### config.mk
export PLATFORM = sky130hd
export DESIGN_NAME = dbg_entry_ctrl
export DESIGN_NICKNAME = d
export VERILOG_FILES = /design/src/rtl/dbg_entry_pkg.sv /design/src/rtl/dbg_src_arb.sv /design/src/rtl/dbg_ctl_fsm.sv /design/src/rtl/dbg_entry_ctrl.sv
export SDC_FILE = /design/constraint.sdc
export NUM_CORES = 1
export LEC_CHECK = 0
export BUFFER_PORTS_ARGS = -buffer_cell sky130_fd_sc_hd__buf_2
export CORE_MARGIN = 10
export CORE_UTILIZATION = 50
export CTS_CLUSTER_DIAMETER = 40
export CTS_CLUSTER_SIZE = 20
export DETAILED_ROUTE_END_ITERATION = 12
export PLACE_DENSITY_LB_ADDON = 0.05
export REMOVE_ABC_BUFFERS = 1
export SLEW_MARGIN = 0
export SYNTH_ARGS = -nofsm -noshare
export SYNTH_HDL_FRONTEND = slang
export SYNTH_HIERARCHICAL = 1
export SYNTH_SLANG_ARGS = --single-unit
### constraint.sdc
create_clock -name clk -period 2.4 [get_ports clk]
set_clock_uncertainty 0.1 [all_clocks]
set_input_delay 0.48 -clock clk [delete_from_list [all_inputs] [get_ports clk]]
set_output_delay 0.48 -clock clk [all_outputs]
set_load 0.02 [all_outputs]
### src/rtl/dbg_entry_pkg.sv
package dbg_entry_pkg;
    typedef enum logic [1:0] {
        SRC_NONE = 2'd0,
        SRC_DBF  = 2'd1,
        SRC_BKPT = 2'd2,
        SRC_SWI  = 2'd3
    } dbg_src_e;

    typedef enum logic [1:0] {
        ST_RUN  = 2'd0,
        ST_FRZ  = 2'd1,
        ST_HALT = 2'd2
    } ctl_state_e;
endpackage

### src/rtl/dbg_src_arb.sv
module dbg_src_arb
    import dbg_entry_pkg::*;
#(
    parameter int OPC_W = 16,
    parameter int SSW_W = 16,
    parameter logic [OPC_W-1:0] SWI_OPCODE = 16'h4AFA,
    localparam int TREG_W = 2 * SSW_W
) (
    input  logic              bkpt_i,
    input  logic              dec_valid_i,
    input  logic [OPC_W-1:0]  dec_opcode_i,
    input  logic              dbf_i,
    input  logic [SSW_W-1:0]  dbf_ssw_i,
    input  logic              dbf_init_i,
    output dbg_src_e          src_o,
    output logic [TREG_W-1:0] code_o,
    output logic              init_fault_o
);
    logic swi_hit;

    assign swi_hit      = dec_valid_i && (dec_opcode_i == SWI_OPCODE);
    assign init_fault_o = dbf_i && dbf_init_i;

    // Fixed priority: fault, then breakpoint, then debug opcode.
    always_comb begin
        src_o  = SRC_NONE;
        code_o = '0;
        if (dbf_i) begin
            src_o  = SRC_DBF;
            code_o = {dbf_ssw_i, {SSW_W{1'b1}}};
        end else if (bkpt_i) begin
            src_o  = SRC_BKPT;
            code_o = '0;
        end else if (swi_hit) begin
            src_o  = SRC_SWI;
            code_o = TREG_W'(1);
        end
    end
endmodule

### src/rtl/dbg_ctl_fsm.sv
module dbg_ctl_fsm
    import dbg_entry_pkg::*;
#(
    parameter int TREG_W = 32
) (
    input  logic              clk,
    input  logic              rst_n,
    input  logic              dbg_en,
    input  dbg_src_e          src_i,
    input  logic [TREG_W-1:0] code_i,
    input  logic              init_fault_i,
    input  logic              resume_i,
    output logic              freeze_o,
    output logic              stall_o,
    output logic              serial_en_o,
    output logic              halt_o,
    output logic              exc_o,
    output logic              ill_o,
    output logic              pc_load_o,
    output logic [TREG_W-1:0] treg_o
);
    typedef struct packed {
        ctl_state_e        st;
        logic              ser;
        logic [TREG_W-1:0] treg;
        logic              exc;
        logic              ill;
        logic              pcl;
    } regs_t;

    regs_t r_d, r_q;

    always_comb begin
        r_d     = r_q;
        r_d.exc = 1'b0;
        r_d.ill = 1'b0;
        r_d.pcl = 1'b0;
        unique case (r_q.st)
            ST_RUN: begin
                r_d.pcl = init_fault_i;
                unique case (src_i)
                    SRC_DBF: begin
                        if (dbg_en) begin
                            r_d.st   = ST_FRZ;
                            r_d.treg = code_i;
                        end else begin
                            r_d.st = ST_HALT;
                        end
                    end
                    SRC_BKPT: begin
                        if (dbg_en) begin
                            r_d.st   = ST_FRZ;
                            r_d.treg = code_i;
                        end else begin
                            r_d.exc = 1'b1;
                        end
                    end
                    SRC_SWI: begin
                        if (dbg_en) begin
                            r_d.st   = ST_FRZ;
                            r_d.treg = code_i;
                        end else begin
                            r_d.ill = 1'b1;
                        end
                    end
                    default: ;
                endcase
            end
            ST_FRZ: begin
                if (resume_i) begin
                    r_d.st  = ST_RUN;
                    r_d.ser = 1'b0;
                end else begin
                    r_d.ser = 1'b1;
                end
            end
            default: ;
        endcase
    end

    always_ff @(posedge clk or negedge rst_n) begin
        if (!rst_n) begin
            r_q <= '{st: ST_RUN, ser: 1'b0, treg: '0, exc: 1'b0, ill: 1'b0, pcl: 1'b0};
        end else begin
            r_q <= r_d;
        end
    end

    assign freeze_o    = (r_q.st == ST_FRZ);
    assign halt_o      = (r_q.st == ST_HALT);
    assign stall_o     = (r_q.st != ST_RUN);
    assign serial_en_o = r_q.ser;
    assign exc_o       = r_q.exc;
    assign ill_o       = r_q.ill;
    assign pc_load_o   = r_q.pcl;
    assign treg_o      = r_q.treg;

    // serial path only while frozen, never in the first frozen cycle
    assert_ser_in_freeze_R8: assert property (@(posedge clk) disable iff (!rst_n)
        serial_en_o |-> freeze_o);
    assert_ser_lags_R8: assert property (@(posedge clk) disable iff (!rst_n)
        $rose(serial_en_o) |-> $past(freeze_o));
    // exception request is a single-cycle pulse
    assert_exc_pulse_R2: assert property (@(posedge clk) disable iff (!rst_n)
        exc_o |=> !exc_o);
    // halt persists until reset
    assert_halt_sticky_R6: assert property (@(posedge clk) disable iff (!rst_n)
        halt_o |=> halt_o);
    // scratch register stable while frozen and not resuming
    assert_treg_frozen_R10: assert property (@(posedge clk) disable iff (!rst_n)
        (freeze_o && !resume_i) |=> $stable(treg_o));
    // PC load only after an initial-fetch fault in the run state
    assert_pc_load_cause_R11: assert property (@(posedge clk) disable iff (!rst_n)
        pc_load_o |-> $past(init_fault_i));
    // at most one fallback per cycle
    assert_one_fallback_R7: assert property (@(posedge clk) disable iff (!rst_n)
        $onehot0({exc_o, ill_o}));
endmodule

### src/rtl/dbg_entry_ctrl.sv
module dbg_entry_ctrl
    import dbg_entry_pkg::*;
#(
    parameter int OPC_W = 16,
    parameter int SSW_W = 16,
    parameter int VEC_W = 8,
    parameter logic [VEC_W-1:0] BKPT_VEC = 8'h0C,
    parameter logic [OPC_W-1:0] SWI_OPCODE = 16'h4AFA,
    localparam int TREG_W = 2 * SSW_W
) (
    input  logic              clk,
    input  logic              rst_n,
    input  logic              dbg_en,
    input  logic              bkpt_i,
    input  logic              dec_valid_i,
    input  logic [OPC_W-1:0]  dec_opcode_i,
    input  logic              dbf_i,
    input  logic [SSW_W-1:0]  dbf_ssw_i,
    input  logic              dbf_init_i,
    input  logic              resume_i,
    output logic              freeze_o,
    output logic              stall_o,
    output logic              serial_en_o,
    output logic              halt_o,
    output logic              exc_req_o,
    output logic [VEC_W-1:0]  exc_vec_o,
    output logic              illegal_trap_o,
    output logic              pc_load_o,
    output logic [TREG_W-1:0] pc_value_o,
    output logic [TREG_W-1:0] treg_o
);
    dbg_src_e          src;
    logic [TREG_W-1:0] code;
    logic              init_fault;

    dbg_src_arb #(
        .OPC_W(OPC_W), .SSW_W(SSW_W), .SWI_OPCODE(SWI_OPCODE)
    ) i_arb (
        .bkpt_i(bkpt_i), .dec_valid_i(dec_valid_i), .dec_opcode_i(dec_opcode_i),
        .dbf_i(dbf_i), .dbf_ssw_i(dbf_ssw_i), .dbf_init_i(dbf_init_i),
        .src_o(src), .code_o(code), .init_fault_o(init_fault)
    );

    dbg_ctl_fsm #(
        .TREG_W(TREG_W)
    ) i_fsm (
        .clk(clk), .rst_n(rst_n), .dbg_en(dbg_en), .src_i(src), .code_i(code),
        .init_fault_i(init_fault), .resume_i(resume_i),
        .freeze_o(freeze_o), .stall_o(stall_o), .serial_en_o(serial_en_o),
        .halt_o(halt_o), .exc_o(exc_req_o), .ill_o(illegal_trap_o),
        .pc_load_o(pc_load_o), .treg_o(treg_o)
    );

    assign exc_vec_o  = exc_req_o ? BKPT_VEC : '0;
    assign pc_value_o = '1;
endmodule

# Yosys cells after proc, flatten, opt, wreduce, memory -nomap -nowiden
# Cells that the tools add are included.
[totals]
reg_bits = 38
elab_cells = 41
[op_classes]
n_eq_ne = 9
n_mux = 17
n_reduce_logical = 9
[op_table]
columns = ["operator", "count"]
rows = [
  ["$mux W32", 2],
  ["$eq A16 B15 Y1 const B", 1],
  ["$mux W2", 6],
  ["$pmux W2 S2", 2],
  ["$eq A2 B2 Y1 const B", 3],
  ["$ne A3 B3 Y1 const B", 2],
  ["$mux W1", 5],
  ["$eq A2 B1 Y1 const B", 2],
  ["$mux W4", 1],
  ["$reduce_and A4 Y1", 1],
  ["$reduce_bool A2 Y1", 2],
  ["$mux W3", 1],
  ["$reduce_and A3 Y1", 1],
  ["$reduce_or A3 Y1", 1],
  ["$logic_and A1 B1 Y1", 2],
  ["$logic_not A2 Y1", 1],
  ["$ne A2 B2 Y1 const B", 1],
  ["$reduce_or A2 Y1", 1],
]

# Logic depth before layout (Yosys ltp)
[depth]
word_depth = 9
depth_mapped = 8
ltp_nobuf = 6

# Cells and area by module
# The synthesis kept the hierarchy.
[by_module_without_submodules]
columns = ["module", "instances", "cells_each", "area_per_inst_um2"]
rows = [
  ["dbg_ctl_fsm", 1, 120, 1695.4],
  ["dbg_entry_ctrl", 1, 42, 307.8],
  ["dbg_src_arb", 1, 43, 302.8],
]

# Least setup slack after synthesis
# OpenSTA, ideal clock, no wires.
[synth_timing]
path_kind = "input-to-reg"
startpoint = "in dec_opcode_i[13]"
endpoint = "reg i_fsm.r_q, in the netlist i_fsm/treg_o[0]"
arrival_ns = 2.109
t_required_ns = 2.175
slack_ns = 0.066
path_stages = 7
path_buffers = 1
path_cell_list = "nor4b_2 -> nand4b_1 -> o31ai_1 -> o21ai_2 -> nor3_4 -> buf_6 -> mux2_2"
[synth_via]
elab_chain_cells = 8
[synth_rtl]
columns = ["item", "line_no", "text"]
rows = [
  ["from (decl)", "dbg_entry_ctrl.sv:16", "input logic [OPC_W-1:0] dec_opcode_i,"],
  ["$eq A16 B15 Y1 *", "dbg_src_arb.sv:21", "assign swi_hit = dec_valid_i && (dec_opcode_i == SWI_OPCODE);"],
  ["$logic_and A1 B1 Y1 *", "dbg_src_arb.sv:21", ""],
  ["$mux W2 *", "dbg_src_arb.sv:34", "end else if (swi_hit) begin"],
  ["$mux W2 *", "dbg_src_arb.sv:31", "end else if (bkpt_i) begin"],
  ["$mux W2 *", "dbg_src_arb.sv:28", "if (dbf_i) begin"],
  ["named net src[1]", "dbg_entry_ctrl.sv:32", "dbg_src_e src;"],
  ["$eq A2 B1 Y1 or $eq A2 B2 Y1 (tied branches)", "dbg_ctl_fsm.sv:41", "unique case (src_i)"],
  ["$reduce_or A3 Y1 (no source line) *", "n/a", ""],
  ["$reduce_and A3 Y1 (no source line) *", "n/a", ""],
  ["to (signal assigned)", "dbg_ctl_fsm.sv:83", "r_q <= '{st: ST_RUN, ser: 1'b0, treg: '0, exc: 1'b0, ill: 1'b0, pcl: 1'b0};"],
  ["to (signal assigned)", "dbg_ctl_fsm.sv:85", "r_q <= r_d;"],
  ["to (decl)", "dbg_ctl_fsm.sv:31", "regs_t r_d, r_q;"],
]
# The timed path passes the listed nets; every way through them passes the cells marked *.
# A chain may end at the register's enable or synchronous reset.

# Worst setup path after layout
[layout_timing]
startpoint = "in dec_opcode_i[13]"
endpoint = "reg i_fsm.r_q, in the netlist i_fsm/treg_o[22]"
# Same word-level chain as after synthesis.

==> flow_summary.yaml <==
power:
  cellLeakagePower_nw: 1.28
  p_sw_share_pct: 38.7
  p_per_area_nw_per_um2: 1060
  p_int_w: 0.00154
  seq_power_share_pct: 41.8
  irDropWorstVdd_v: 0.000504
  pwr-share-clk_pct: 17.6
  pwr-share-comb_pct: 40.6
  power_w: 0.00251
  power_switching_w: 0.000971
setup_path:
  rr_endpoint: "i_fsm/treg_o[22]"
  start_kind: "input port"
  cp.arrival_ns: 2.25
  worstRegToRegCells: 3
  reg2reg_from: "i_fsm/r_q[36]"
  cp-end-kind: "flop"
  required_ns: 2.47
  timing.reg2reg.setup_slack_ns: 0.87
  path_class: "input port to flop"
  worstPathMaxFanout: 18
status:
  status: "finished, final reports clean"
timing:
  period_needed_ns: 2.18
  fin_crit_sh_pct: 90.7
  finalHoldViolCount: 0
  setup_viol: 0
  finalMaxSlewViolations: 0
  clock.fmax_mhz: 459
  maxSlewHeadroom_pct: 45.1
  setup_tns_ns: 0
  tightestPinTransition_ns: 0.824
  grt_setup_unrepaired: "false"
synthesis:
  syn_area_um2: 2310
  postSynthAreaPerCell_um2: 11.2
  synth-seq-area-share_pct: 41.2
  ys_seq_elements: 38
  yosysTopAreaCell: "dfrtp_1"
  yosys-top-cells-area: "dfrtp_1 (41%), buf_4 (29%), mux2_2 (13%)"
  synthCells: 205
  synth.yosys.warnings: 6
  synth_cell_types: 23
  synthDominantCellAreaShare_pct: 41.2
grt:
  antenna_found_initial: 0
  grt_pass1_wl_mm: 7.33
  grt_max_degree: 39
  grt_overflow: 0
  grt.total_usage_pct: 12.0
  grt_pass1_vias: 1539
floorplanning:
  io_pins: 119
  die_x_um: 87.9
  core_um2: 4410
  num_rows: 24
  initial_core_util_pct: 52.2
  die_h_um: 87.9
  die_area_um2: 7730
cts:
  cts_setup_buffers: 0
  post_cts_resized: 0
  clock_latency_ns: 0.29
  cts_tree: "yes"
  h-tree-depth: 2
  clkTransAtPathRegs_ns: 0.07
  cts.path.max_buffers: 2
  cts_hold_buf: 0
  cts_root_buf: "clkbuf_8"
  cts_sinks: 38
  numCtsBuffers: 5
layout:
  drive_gt1_share_pct: 51.2
  final_nets: 283
  antenna_cells: 0
  syn_to_final_growth_pct: 3.09
  fin_util_pct: 53.9
  finalNonFillerCells: 296
place:
  dpl.cell_count: 288
  numPortBuffers: 80
  post-dp-hpwl_mm: 3.83
  place_congestion: 0.682
drt:
  drtIter0Drc: 52
  dr.pass1.iters: 4
  drc: 0
  drtAntennaViolNets: 0
  viasPerCell: 4.54
  vias: 1344
  wl_per_cell_um: 15.9
  drt_wl_total_mm: 4.70
hold_path:
  hold_path_class: "input port to asynchronous set/reset pin"
run:
  maxCapViolCount: 0
## sequential cells by signal, summed over array words and instances, names as in the netlist
signal and flops:
i_fsm/r_q 2, i_fsm/ill_o 1, i_fsm/pc_load_o 1, i_fsm/exc_o 1, i_fsm/treg_o 32, i_fsm/serial_en_o 1
## stage by stage
stage | worst slack, ns | cell area [um2] | hold WS [ns]
2_1_floorplan | -0.490 | 1740 | 0.0844
3_3_place_gp | -0.0305 | 2290 | 0.365
3_5_place_dp | -0.0846 | 2290 | 0.372
4_1_cts | 0.219 | 2380 | 0.221
5_1_grt | 0.0843 | 2380 | 0.255
6_report | 0.222 | 2380 | 0.189
## critical path: stages
cell      delay, ns
buf_2          0.10
nor4b_2        0.26
nand4b_1       0.16
o31ai_1        0.25
buf_4          0.15
o21ai_2        0.08
nor3_4         0.22
buf_12         0.20
mux2_2         0.34
## logic make-up after synthesis
logic type             synth area share, %
buffers and inverters                 30.8
DFF                                   41.2
muxes                                 16.1
and+or+nand+nor                       10.1
AOI/OAI and AO/OA                     1.46
other                                0.326
## cells in the mapped netlist, drive strengths merged
library cell / number
and4b: 2
nor3: 1
clkbuf: 1
or2: 1
nand4: 1
o31ai: 2
o21ai: 3
nor2: 1
nor4bb: 1
dfrtp: 38
nor2b: 2
and2: 18
nand4b: 1
conb: 2
buf: 91
nor4b: 3
nand2: 1
mux2: 33
inv: 3
## worst max-delay path by stage
stage,startpoint,endpoint
2_1_floorplan,dec_opcode_i[13],i_fsm/treg_o[10]
3_3_place_gp,dec_opcode_i[13],i_fsm/treg_o[12]
3_5_place_dp,dec_opcode_i[13],i_fsm/treg_o[5]
4_1_cts,dec_opcode_i[13],i_fsm/treg_o[5]
5_1_grt,dec_opcode_i[0],i_fsm/treg_o[5]
6_report,dec_opcode_i[13],i_fsm/treg_o[22]
## cell type report
type,count,area [um2]
Multi-Input combinational cell,108,781
Inverter,3,11.3
Clock buffer,7,86.3
Tap cell,52,65.1
Timing Repair Buffer,87,478
Clock inverter,1,5.00
Sequential cell,38,951
Fill cell,407,2040
## placed cells by master, fill, tap and decap left out, drive strengths merged, types with 3 or more instances in the layout
cell type and n:
dfrtp 38, mux2 33, nor4b 3, inv 3, o21ai 3, conb 38, buf 87, and2 18
clkbuf 7
## per-layer routing
metal	share of wire, %	GRT usage (%)	vias to the layer above
met5	0	0	-
met4	0.91	3.48	0
met3	16	7.24	7
met2	49	21.0	77
met1	35	11.6	642
li1	-	-	618
## power by group through the flow
stage	clock network (W)	logic (W)	registers, W
finish	0.000441	0.00102	0.00105
global route	0.000479	0.00110	0.00109
CTS	0.000461	0.00104	0.00106
detailed placement	0	0.00104	0.00106
global placement	0	0.00102	0.00105
floorplan	0	0.000299	0.00138
No activity file was read; power rests on OpenSTA's default activity.
